### config.mk
export PLATFORM = sky130hd
export DESIGN_NAME = page_prog_seq
export DESIGN_NICKNAME = d
export VERILOG_FILES = /design/src/rtl/page_prog_pkg.sv /design/src/rtl/page_buffer.sv /design/src/rtl/prog_timer.sv /design/src/rtl/page_prog_seq.sv
export SDC_FILE = /design/constraint.sdc
export NUM_CORES = 1
export LEC_CHECK = 0
export ABC_AREA = 0
export BUFFER_PORTS_ARGS = -buffer_cell sky130_fd_sc_hd__buf_2
export CAP_MARGIN = 0
export CORE_MARGIN = 5
export CORE_UTILIZATION = 52
export CTS_BUF_LIST = sky130_fd_sc_hd__clkbuf_16
export DETAILED_ROUTE_END_ITERATION = 8
export PLACE_DENSITY = 0.74
export SETUP_SLACK_MARGIN = 0.3
export SYNTH_ARGS = -nofsm -noshare
export SYNTH_HDL_FRONTEND = slang
export SYNTH_HIERARCHICAL = 1
export SYNTH_SLANG_ARGS = --single-unit
### constraint.sdc
create_clock -name clk -period 2.36 [get_ports clk]
set_input_delay 0.118 -clock clk [delete_from_list [all_inputs] [get_ports clk]]
set_output_delay 0.118 -clock clk [all_outputs]
set_load 0.05 [all_outputs]
### src/rtl/page_prog_pkg.sv
package page_prog_pkg;
  typedef enum logic [1:0] {
    ST_IDLE    = 2'd0,
    ST_COLLECT = 2'd1,
    ST_PROG    = 2'd2
  } seq_state_t;
endpackage

### src/rtl/page_buffer.sv
module page_buffer #(
  parameter int PAGE_BYTES = 8,
  parameter int DATA_W     = 8,
  localparam int IDX_W     = $clog2(PAGE_BYTES)
) (
  input  logic              clk,
  input  logic              rst,
  input  logic              clr,
  input  logic              wr_en,
  input  logic [IDX_W-1:0]  wr_idx,
  input  logic [DATA_W-1:0] wr_data,
  input  logic [IDX_W-1:0]  rd_idx,
  output logic [DATA_W-1:0] rd_data,
  output logic              rd_valid,
  output logic              any_valid
);
  logic [DATA_W-1:0]     slot_data [PAGE_BYTES];
  logic [PAGE_BYTES-1:0] slot_vld;

  for (genvar g = 0; g < PAGE_BYTES; g++) begin : g_slot
    always_ff @(posedge clk) begin
      if (rst || clr) begin
        slot_vld[g] <= 1'b0;
      end else if (wr_en && wr_idx == IDX_W'(g)) begin
        slot_vld[g] <= 1'b1;
      end
    end

    always_ff @(posedge clk) begin
      if (wr_en && wr_idx == IDX_W'(g)) begin
        slot_data[g] <= wr_data;
      end
    end
  end

  assign rd_data   = slot_data[rd_idx];
  assign rd_valid  = slot_vld[rd_idx];
  assign any_valid = |slot_vld;
endmodule

### src/rtl/prog_timer.sv
module prog_timer #(
  parameter int CYCLE_CLKS = 20,
  localparam int CW        = $clog2(CYCLE_CLKS + 1)
) (
  input  logic clk,
  input  logic rst,
  input  logic start,
  input  logic stop,
  output logic done
);
  logic [CW-1:0] cnt;
  logic          active;

  assign done = active && (cnt == CW'(CYCLE_CLKS - 1));

  always_ff @(posedge clk) begin
    if (rst) begin
      active <= 1'b0;
      cnt    <= '0;
    end else if (start) begin
      active <= 1'b1;
      cnt    <= '0;
    end else if (stop) begin
      active <= 1'b0;
    end else if (active && !done) begin
      cnt <= cnt + 1'b1;
    end
  end
endmodule

### src/rtl/page_prog_seq.sv
module page_prog_seq
  import page_prog_pkg::*;
#(
  parameter int ADDR_W     = 9,
  parameter int DATA_W     = 8,
  parameter int PAGE_BYTES = 8,
  parameter int CYCLE_CLKS = 20,
  localparam int IDX_W     = $clog2(PAGE_BYTES),
  localparam int BASE_W    = ADDR_W - IDX_W
) (
  input  logic              clk,
  input  logic              rst,
  input  logic              wr_start,
  input  logic [ADDR_W-1:0] start_addr,
  input  logic              byte_valid,
  input  logic [DATA_W-1:0] byte_data,
  input  logic              cs_rise_full,
  input  logic              cs_rise_partial,
  input  logic              wel,
  input  logic              wp_n,
  output logic [ADDR_W-1:0] chk_addr,
  input  logic              prot_hit,
  output logic              busy,
  output logic              ram_we,
  output logic [ADDR_W-1:0] ram_addr,
  output logic [DATA_W-1:0] ram_wdata,
  output logic              clr_wel
);
  localparam logic [IDX_W:0] SCAN_END = (IDX_W + 1)'(PAGE_BYTES);

  seq_state_t        state;
  logic [BASE_W-1:0] base_q;
  logic [IDX_W-1:0]  ptr_q;
  logic [IDX_W:0]    slot_q;

  logic              buf_clr, buf_wr, any_valid, rd_valid;
  logic [DATA_W-1:0] rd_data;
  logic              tmr_start, tmr_done, finish, scan_done;
  logic              abort_c, commit_c;

  assign scan_done = (slot_q == SCAN_END);
  assign chk_addr  = {base_q, slot_q[IDX_W-1:0]};
  assign abort_c   = cs_rise_partial || !wp_n;
  assign commit_c  = cs_rise_full && wel && any_valid;
  assign buf_clr   = (state == ST_IDLE) && wr_start;
  assign buf_wr    = (state == ST_COLLECT) && byte_valid && !abort_c && !cs_rise_full;
  assign tmr_start = (state == ST_COLLECT) && !abort_c && commit_c;
  assign finish    = (state == ST_PROG) && scan_done && tmr_done;

  page_buffer #(.PAGE_BYTES(PAGE_BYTES), .DATA_W(DATA_W)) u_buf (
    .clk(clk), .rst(rst), .clr(buf_clr), .wr_en(buf_wr), .wr_idx(ptr_q),
    .wr_data(byte_data), .rd_idx(slot_q[IDX_W-1:0]), .rd_data(rd_data),
    .rd_valid(rd_valid), .any_valid(any_valid)
  );

  prog_timer #(.CYCLE_CLKS(CYCLE_CLKS)) u_tmr (
    .clk(clk), .rst(rst), .start(tmr_start), .stop(finish), .done(tmr_done)
  );

  always_ff @(posedge clk) begin
    if (rst) begin
      state     <= ST_IDLE;
      base_q    <= '0;
      ptr_q     <= '0;
      slot_q    <= '0;
      busy      <= 1'b0;
      clr_wel   <= 1'b0;
      ram_we    <= 1'b0;
      ram_addr  <= '0;
      ram_wdata <= '0;
    end else begin
      clr_wel <= 1'b0;
      ram_we  <= 1'b0;
      unique case (state)
        ST_IDLE: begin
          if (wr_start) begin
            base_q <= start_addr[ADDR_W-1:IDX_W];
            ptr_q  <= start_addr[IDX_W-1:0];
            state  <= ST_COLLECT;
          end
        end
        ST_COLLECT: begin
          if (abort_c) begin
            state <= ST_IDLE;
          end else if (cs_rise_full) begin
            if (commit_c) begin
              state  <= ST_PROG;
              slot_q <= '0;
              busy   <= 1'b1;
            end else begin
              state <= ST_IDLE;
            end
          end else if (byte_valid) begin
            ptr_q <= ptr_q + 1'b1;
          end
        end
        ST_PROG: begin
          if (!scan_done) begin
            ram_we    <= rd_valid && !prot_hit;
            ram_addr  <= chk_addr;
            ram_wdata <= rd_data;
            slot_q    <= slot_q + 1'b1;
          end
          if (finish) begin
            state   <= ST_IDLE;
            busy    <= 1'b0;
            clr_wel <= 1'b1;
          end
        end
        default: state <= ST_IDLE;
      endcase
    end
  end
endmodule

==> results of run 1 <==
## synthesized netlist by cell type, drive strengths merged (4+ instances only)
cell	instances	share of area
a21oi	22	0.024
buf	11	0.019
clkbuf	7	0.0057
dfxtp	49	0.21
edfxtp	64	0.42
ha	4	0.011
inv	6	0.0049
mux2	10	0.024
mux2i	9	0.019
mux4	18	0.10
nand2	46	0.037
nand3	4	0.0043
nor2	18	0.016
nor2b	4	0.0054
nor4bb	4	0.010
o21a	10	0.016
o21ai	6	0.0073
or3	5	0.0068
## state kept, by name (all words and copies together) (netlist names)
| name | cells |
|---|---|
| state | 2 |
| u_buf/slot_vld | 8 |
| busy | 1 |
| slot_q | 4 |
| ram_wdata | 8 |
| u_buf/slot_data | 64 |
| ram_we | 1 |
| ram_addr | 9 |
| u_tmr/active | 1 |
| ptr_q | 3 |
| base_q | 6 |
| clr_wel | 1 |
| u_tmr/cnt | 5 |
## routing by layer
| layer | up-vias | global-route usage | wire length [microns] |
|---|---|---|---|
| met5 | - | 0 | 0 |
| met4 | 0 | 0.0629 | 113 |
| met3 | 10 | 0.0540 | 485 |
| met2 | 74 | 0.324 | 5170 |
| met1 | 1449 | 0.229 | 3920 |
| li1 | 1434 | - | - |
## cells by family (layout without fill, tap and decap cells)
family	after synthesis	count (layout)
fa+ha+maj	4	4
buf+inv	24	126
flops	113	113
compound gates	47	47
mux	37	37
simple gates	105	105
## power breakdown
group | internal (uW) | total, uW | switching [uW]
logic | 64.9 | 155 | 89.8
clock network | 1480 | 2320 | 840
registers | 2090 | 2110 | 17.5
total | 3640 | 4580 | 947
## per-stage QoR
step,utilization,instance area (sq um),hold WS [ns],setup slack (ns),std cells
final,0.669,5810,0.0341,0.423,540
after global routing,0.669,5810,0.0833,0.276,540
after CTS,0.666,5780,0.0308,0.307,538
after detailed placement,0.582,5050,0.297,0.196,489
after global placement,0.582,5050,0.306,0.301,489
after floorplan,-,4650,0.190,0.407,330
## cell type report
class	count	area [sq um]
Clock buffer	18	450
Clock inverter	14	97.6
Fill cell	597	2870
Inverter	6	22.5
Multi-Input combinational cell	193	1630
Sequential cell	113	2910
Tap cell	108	135
Timing Repair Buffer	88	568
## what timing repair did
action,CTS,global route
gates cloned,0,0
pin swaps,1,2
gates resized for setup,2,5
setup endpoints to repair,5,6
hold buffers,17,0
endpoints found under the hold margin,73,0
setup buffers,0,2
## worst min-delay path, delay by kind of cell
| family | cells | cell delay (ns) |
|---|---|---|
| simple gates | 1 | 0.12 |
| buf+inv | 1 | 0.09 |
| mux | 1 | 0.06 |
## cells in the final DEF (no fill, tap or decap), drive strengths merged, types with 11 or more instances in the layout
master,netlist,routed
nor2,18,18
mux4,18,18
edfxtp,64,64
dfxtp,49,49
dlygate4sd3,0,17
nand2,46,46
clkbuf,7,18
inv,6,11
buf,11,71
a21oi,22,22
## path summary, 6_finish.rpt
kind	depth (start not counted)	slack [ns]	end	startpoint
setup / recovery	9	0.42	u_tmr/cnt[2]	u_tmr/cnt[1]
hold / removal	3	0.03	state[0]	wr_start
setup reg to reg	9	0.42	u_tmr/cnt[2]	u_tmr/cnt[1]
hold reg to reg	2	0.45	ram_addr[1]	ram_addr[1]
==> run metrics, run 1 <==
Slew Viols, Final 0; Syn Inst Count 330; H-tree levels 4; hpwl dp 5900 microns; compound-cell area share of the yosys netlist 0.0631; Worst slew margin 0.407; GRT Overall Usage 0.189; # DRC 0; status finished, final reports clean; period utilization 0.821; Num CTS Buffers 17; Synth Area in Adders 0.0108; WP data required 2.65 ns; Worst setup SP type register; CP top delay family simple AND/OR/NAND/NOR gates; clock buffer depth 2; LEAKAGE 0.00220 uW; CTS sink cnt 113; worst vdd ir 0.512 mV; Routed Wire Length 9690 microns; grt ovf 0; chain of cells forming the critical path ha_2 > nor4bb_4 > and2_1 > nand3_1 > or3_4 > inv_2 > nand2b_4 > nor4b_1 > o21a_1; f_max 516 MHz; IO Port Bufs 54; pwr/cell area 789 mW/mm^2; via-per-instance ratio 5.49; starting density of the core 0.533; GP Congestion 0.774; initial antenna violation count 0; die height 104 microns; Mapped Nets 360; CP max stage cell or3_4; full die area 0.0109 sq mm; crit path kind register to register; CTS clk-pin slew, worst paths 0.05 ns; Fin Clk Skew 0.00854 ns; Post-Synth XOR/XNOR Area 0; Synth Flop Type edfxtp_1; minimum clock period 1.94 ns; Worst Path Max Fanout 4; # rows 34; CP Data Arrival Time 2.23 ns; Design Power 4580 uW; ANT nets after route 0; largest family of logic cells by synthesized area multiplexers; mux share of post-synthesis cell area 0.146; sequential share of the synthesized area 0.628; simple-gate share of the synthesized area 0.122; Tightest Pin Transition 0.889 ns; Mapped Area 0.00462 sq mm; asr flop ratio synth 0; # setup viols final 0; vias in the first global route 3008; Syn Area/Cell 14.0 sq um; Synth warnings 6; DR WL/cell 17.9 microns; largest net degree at the start of global routing 41; core area 0.00868 sq mm; Die Wd 104 microns; Worst-Skew Late Latency 0.41 ns; share of cells above drive strength 1 0.285; First DRT Iteration DRCs 197; Final #Nets 449; number of enable flip-flop cells after synthesis 64; type of the tightest min-delay check input pin to register; Worst path max stage delay 0.35 ns; Final Hold Fails 0; crit end category register; Seq cells post-synth 113; via count 2967; Pre-Repair DR Iteration Count 4; RSZ-0062 raised after global routing no; Root Buffer clkbuf_16; first-pass GRT wire length 15700 microns; setup TNS 0 ns; ANT cells 0; WP buf/inv 1; Area growth syn-to-layout 25.7%; Ports 55; Distinct cells, synth 46; TritonCTS clock tree yes; Max Cap Violations 0
No activity file was read; power rests on OpenSTA's default activity.
==> run 2, diff against run 1 <==
CORE_UTILIZATION = 57   (was 52)
PLACE_DENSITY = 0.77   (was 0.74)
clock period = 2 ns   (was 2.36 ns; I/O delays follow)
==> run 2 against run 1 <==
Against the previous run: core utilization increased by 12 points; maximum frequency decreased by 2.9%; die area decreased by 7.9%; sequential cell count unchanged; via count increased by 7.5%; power increased by 24%; combinational power increased by 28%; global-route usage increased by 3.4 points; count of clock-buffer cells in the layout increased by 1; first-iteration DRC count increased by 4.6%; sequential power increased by 18%.
==> run metrics, run 2 (synthesized netlist as in run 1, its figures left out) <==
initial antenna violation count 0 (unchanged); Num CTS Buffers 17 (unchanged); Top Registers u_buf/slot_data (64), ram_addr (9) (unchanged); via count 3190 (was 2967); WP buf/inv 2 (was 1); Worst setup SP type register (unchanged); CP max stage cell or3_4 (unchanged); crit path from u_tmr/cnt[0] (was u_tmr/cnt[1]); Root Buffer clkbuf_16 (unchanged); IO Port Bufs 54 (unchanged); chain of cells forming the critical path ha_4 > nor4bb_4 > and2_4 > nand3_2 > or3_4 > buf_4 > buf_4 > a21oi_2 > nor2_1 (was ha_2 > nor4bb_4 > and2_1 > nand3_1 > or3_4 > inv_2 > nand2b_4 > nor4b_1 > o21a_1); CTS clk-pin slew, worst paths 0.05 ns (about the same); number of fill cells 420 (was 597); starting density of the core 0.592 (was 0.533); ANT cells 0 (unchanged); H-tree levels 4 (unchanged); Hold Crit Start wr_start (unchanged); multi-input logic area 0.00177 sq mm (was 0.00163 sq mm); Largest Register u_buf/slot_data (unchanged); First DRT Iteration DRCs 206 (was 197); Area growth syn-to-layout 34.2% (was 25.7%); share of cells above drive strength 1 0.417 (was 0.285); post-placement cell count 490 (was 489); Largest register FFs 64 (unchanged); Core Util, Final 0.794 (was 0.669); status finished, final reports clean (unchanged); GP Congestion 0.789 (was 0.774); most frequent cells in the layout 64 x edfxtp_1, 54 x buf_2, 42 x nand2_1, 38 x dfxtp_1, 30 x buf_4 (was 64 x edfxtp_1, 54 x buf_2, 47 x dfxtp_1, 46 x nand2_1, 22 x a21oi_1); GRT Overall Usage 0.223 (was 0.189); Routed Wire Length 11500 microns (was 9690 microns); Die Wd 100 microns (was 104 microns); core area 0.00781 sq mm (was 0.00868 sq mm); WP data required 2.29 ns (was 2.65 ns); WHS 0.0516 ns (was 0.0341 ns); Fin Clk Skew 0.0101 ns (was 0.00854 ns); largest net degree at the start of global routing 27 (was 41); Worst slew margin 0.650 (was 0.407); most frequent cell on the critical path buf_4; commonest non-fill, non-tap cell in the layout edfxtp_1 (unchanged); crit path kind register to register (unchanged); # setup viols final 0 (unchanged); Tightest Pin Transition 0.523 ns (was 0.889 ns); Final Hold Fails 0 (unchanged); worst vdd ir 0.655 mV (was 0.512 mV); Worst Path Max Fanout 4 (unchanged); first-pass GRT wire length 16700 microns (was 15700 microns); hpwl dp 6100 microns (was 5900 microns); Post-Layout Cell Count 553 (was 540); via-per-instance ratio 5.77 (was 5.49); type of the tightest min-delay check input pin to register (unchanged); CTS sink cnt 113 (unchanged); die height 100 microns (was 104 microns); # DRC 0 (unchanged); post-place setup slack 0.133 ns (was 0.196 ns); period utilization 0.997 (was 0.821); Ports 55 (unchanged); f_max 501 MHz (was 516 MHz); Storage cell area 0.00292 sq mm (was 0.00291 sq mm); full die area 0.0100 sq mm (was 0.0109 sq mm); CP Data Arrival Time 2.28 ns (was 2.23 ns); Worst-Skew Late Latency 0.41 ns (about the same); clock buffer depth 2 (unchanged); ANT nets after route 0 (unchanged); Max Cap Violations 0 (unchanged); FF-to-FF Start u_tmr/cnt[0] (was u_tmr/cnt[1]); grt ovf 0 (unchanged); Pre-Repair DR Iteration Count 5 (was 4); vias in the first global route 3172 (was 3008); pwr/cell area 914 mW/mm^2 (was 789 mW/mm^2); Worst path max stage delay 0.42 ns (was 0.35 ns); minimum clock period 1.99 ns (was 1.94 ns); final worst-path setup slack 0.00569 ns (was 0.423 ns); crit end category register (unchanged); LEAKAGE 0.00235 uW (was 0.00220 uW); Final #Nets 468 (was 449); TritonCTS clock tree yes (unchanged); # rows 32 (was 34); Slew Viols, Final 0 (unchanged); RSZ-0062 raised after global routing yes (was no); DR WL/cell 20.8 microns (was 17.9 microns); CP top delay family simple AND/OR/NAND/NOR gates (unchanged)
-- run 2: changes by cell type in the layout (fill, tap and decap cells not counted), moves of 7 or more --
cell | previous run | this run
buf_4 | 17 | 30
mux4_1 | 18 | 6
dfxtp_1 | 47 | 38
dfxtp_2 | 2 | 9
mux4_2 | 0 | 12
-- run 2: layer usage --
metal,vias to the layer above,wire (microns),track usage
li1,1463,-,-
met1,1557,4560,0.274
met2,151,5890,0.377
met3,19,836,0.0514
met4,0,225,0.102
met5,-,0,0
-- run 2: path summary, 6_finish.rpt --
kind                  to  slack, ns  cells after the start
max                 busy      0.006                      9
min             state[0]       0.05                      3
max reg2reg         busy      0.006                      9
min reg2reg  ram_addr[1]       0.46                      2
-- run 2: timing repair --
| item | CTS | global route |
|---|---|---|
| cloned | 1 | 1 |
| pin swaps | 4 | 13 |
| gates resized for setup | 7 | 54 |
| hold buffers | 17 | 0 |
| endpoints found under the hold margin | 73 | 0 |
| setup buffers | 6 | 6 |
| endpoints found under the setup margin | 43 | 48 |
-- run 2: through the flow --
| step | setup TNS (ns) | total power [uW] | area, sq um |
|---|---|---|---|
| after floorplan | 0 | 2630 | 4720 |
| after global routing | -0.184 | 5840 | 6200 |
| after detailed placement | 0 | 2710 | 5180 |
| final | 0 | 5670 | 6200 |
| after CTS | 0 | 5670 | 6040 |
| after global placement | 0 | 2700 | 5180 |
-- run 2: tightest hold or removal path, cell delays in order --
cell	delay [ns]
buf_2	0.11
mux2i_1	0.13
nor3_1	0.06
-- run 2: power breakdown --
part	total, uW	leakage (uW)	internal, uW	switching [uW]
registers	2490	0.000978	2470	27.3
clock network	2980	0.000309	1950	1020
logic	198	0.00106	85.4	113
-- run 2: area by class of cell --
cell class / count / area share
Clock buffer: 19 / 0.0767
Clock inverter: 13 / 0.0190
Inverter: 6 / 0.00404
Multi-Input combinational cell: 193 / 0.285
Sequential cell: 113 / 0.471
Tap cell: 102 / 0.0206
Timing Repair Buffer: 107 / 0.123
==> run 3, diff against run 2 <==
clock period = 2.2 ns   (was 2 ns; I/O delays follow)
==> run 3 against run 2 <==
Against the previous run: count of clock-buffer cells in the layout is 1 lower; critical endpoint is now u_tmr/cnt[3]; register-to-register slack better by 0.23 ns; largest power group unchanged; via count is 1.5% lower.
==> run metrics, run 3 (synthesized netlist as in run 1, its figures left out) <==
most frequent cells in the layout 64 x edfxtp_1, 54 x buf_2, 46 x nand2_1, 45 x dfxtp_1 (was 64 x edfxtp_1, 54 x buf_2, 42 x nand2_1, 38 x dfxtp_1, 30 x buf_4); via-per-instance ratio 5.82 (was 5.77); number of fill cells 471 (was 420); CTS clk-pin slew, worst paths 0.05 ns (about the same); minimum clock period 1.97 ns (was 1.99 ns); Design Power 4940 uW (was 5670 uW); Area after DPL 0.00508 sq mm (was 0.00518 sq mm); fin area 0.00591 sq mm (was 0.00620 sq mm); Worst Path Max Fanout 4 (unchanged); via count 3141 (was 3190); H-tree levels 4 (unchanged); CTS sink cnt 113 (unchanged); # rows 32 (unchanged); Ports 55 (unchanged); worst vdd ir 0.647 mV (was 0.655 mV); period utilization 0.894 (was 0.997); reg2reg end u_tmr/cnt[3] (was busy); Largest Register u_buf/slot_data (unchanged); Max Cap Violations 0 (unchanged); grt ovf 0 (unchanged); Slew Viols, Final 0 (unchanged); Storage cell area 0.00291 sq mm (was 0.00292 sq mm); GP Congestion 0.762 (was 0.789); chain of cells forming the critical path ha_4 > nor4bb_4 > and2_4 > nand3_2 > or3_4 > inv_4 > nand3b_1 > o211ai_1 > o31ai_1 (was ha_4 > nor4bb_4 > and2_4 > nand3_2 > or3_4 > buf_4 > buf_4 > a21oi_2 > nor2_1); Final #Nets 455 (was 468); Worst path max stage delay 0.37 ns (was 0.42 ns); share of cells above drive strength 1 0.320 (was 0.417); Largest register FFs 64 (unchanged); CP Data Arrival Time 2.28 ns (about the same); Hold Crit Start wr_start (unchanged); Worst setup SP type register (unchanged); largest net degree at the start of global routing 41 (was 27); clock buffer depth 2 (unchanged); CP max stage cell or3_4 (unchanged); crit end category register (unchanged); commonest non-fill, non-tap cell in the layout edfxtp_1 (unchanged); Fin Clk Skew 0.00745 ns (was 0.0101 ns); ANT cells 0 (unchanged); status finished, final reports clean (unchanged); # setup viols final 0 (unchanged); GRT Overall Usage 0.214 (was 0.223); die height 100 microns (unchanged); DR WL/cell 19.3 microns (was 20.8 microns); WP data required 2.52 ns (was 2.29 ns); multi-input logic area 0.00168 sq mm (was 0.00177 sq mm); LEAKAGE 0.00224 uW (was 0.00235 uW); Reg2Reg Depth 9 (unchanged); Final Hold Fails 0 (unchanged); Tightest Pin Transition 0.777 ns (was 0.523 ns); Pre-Repair DR Iteration Count 5 (unchanged); # DRC 0 (unchanged); Die Wd 100 microns (unchanged); Num CTS Buffers 17 (unchanged); RSZ-0062 raised after global routing yes (unchanged); Worst slew margin 0.482 (was 0.650); reg2reg setup slack 0.23 ns (was 0.006 ns); Hold EP state[0] (unchanged); type of the tightest min-delay check input pin to register (unchanged); first-pass GRT wire length 16000 microns (was 16700 microns); initial antenna violation count 0 (unchanged); hpwl dp 6040 microns (was 6100 microns); hold path cells 3 (unchanged); core area 0.00781 sq mm (unchanged); pwr/cell area 836 mW/mm^2 (was 914 mW/mm^2); setup TNS 0 ns (unchanged); crit path kind register to register (unchanged); First DRT Iteration DRCs 224 (was 206); f_max 508 MHz (was 501 MHz); starting density of the core 0.592 (unchanged); vias in the first global route 3184 (was 3172); Routed Wire Length 10400 microns (was 11500 microns); Worst-Skew Late Latency 0.41 ns (about the same); Core Util, Final 0.757 (was 0.794); ANT nets after route 0 (unchanged); IO Port Bufs 54 (unchanged); Root Buffer clkbuf_16 (unchanged); Area growth syn-to-layout 27.9% (was 34.2%); FF-to-FF Start u_tmr/cnt[1] (was u_tmr/cnt[0]); TritonCTS clock tree yes (unchanged); full die area 0.0100 sq mm (unchanged); Top Registers u_buf/slot_data (64), ram_addr (9) (unchanged)
## run 3: cell types whose count changed in the layout (fill, tap and decap cells not counted), sizes merged
cell           previous run  this run
buf                      88        76
bufinv                    2         1
inv                      11        13
clkdlybuf4s15             0         1
clkinv                    6         5
clkinvlp                  0         1
clkbuf                   21        18
## run 3: cell type report
type	instances	share of cell area
timing repair buffer	94	0.104
tap	102	0.0216
clock buffer	18	0.0762
multi-input combinational	193	0.285
inverter	6	0.00423
clock inverter	14	0.0163
sequential	113	0.493
## run 3: what timing repair did
item | in CTS | in global routing
hold endpoints to repair | 73 | 0
hold buffers | 17 | 0
pin swaps | 1 | 2
gates cloned | 0 | 1
setup endpoints to repair | 13 | 20
setup buffers | 1 | 4
gates resized for setup | 5 | 13
## run 3: worst max path at each step
stage                       startpoint                     to  slack (ns)  depth (start not counted)
final                     u_tmr/cnt[1]           u_tmr/cnt[3]        0.23                          9
after global placement    u_tmr/cnt[0]           u_tmr/cnt[2]        0.29                          9
after floorplan               state[0]  u_buf/slot_data[1][0]        0.25                          3
after CTS                 u_tmr/cnt[1]           u_tmr/cnt[4]        0.30                          9
after detailed placement  u_tmr/cnt[0]           u_tmr/cnt[2]        0.24                          9
after global routing      u_tmr/cnt[1]           u_tmr/cnt[4]        0.14                          9
## run 3: critical path: cells and delay by family, from the launching register on
kind	cells	cell delay (ns)
AO/OA/AOI/OAI	2	0.23
adder cells (fa/ha/maj)	1	0.13
buffers and inverters	1	0.09
flip-flops	1	0.36
AND/OR/NAND/NOR	5	1.06
## run 3: per-layer routing
metal | part of all wire | wire length [microns] | up-vias | global-route usage
li1 | - | - | 1453 | -
met1 | 0.40 | 4160 | 1537 | 0.258
met2 | 0.52 | 5410 | 133 | 0.364
met3 | 0.071 | 741 | 18 | 0.0591
met4 | 0.012 | 129 | 0 | 0.0891
met5 | 0 | 0 | - | 0
## run 3: where the power goes
group          switching, uW  internal, uW
Combinational           97.8          72.0
Clock                    922          1590
Sequential              21.4          2240
Total                   1040          3900
## run 3: per-stage QoR
stage               hold WS (ns)  std cells  setup WS (ns)
finish                    0.0200        540          0.232
global route              0.0720        540          0.136
CTS                      0.00970        535          0.305
detailed placement         0.330        485          0.240
global placement           0.333        485          0.288
floorplan                  0.182        330          0.247
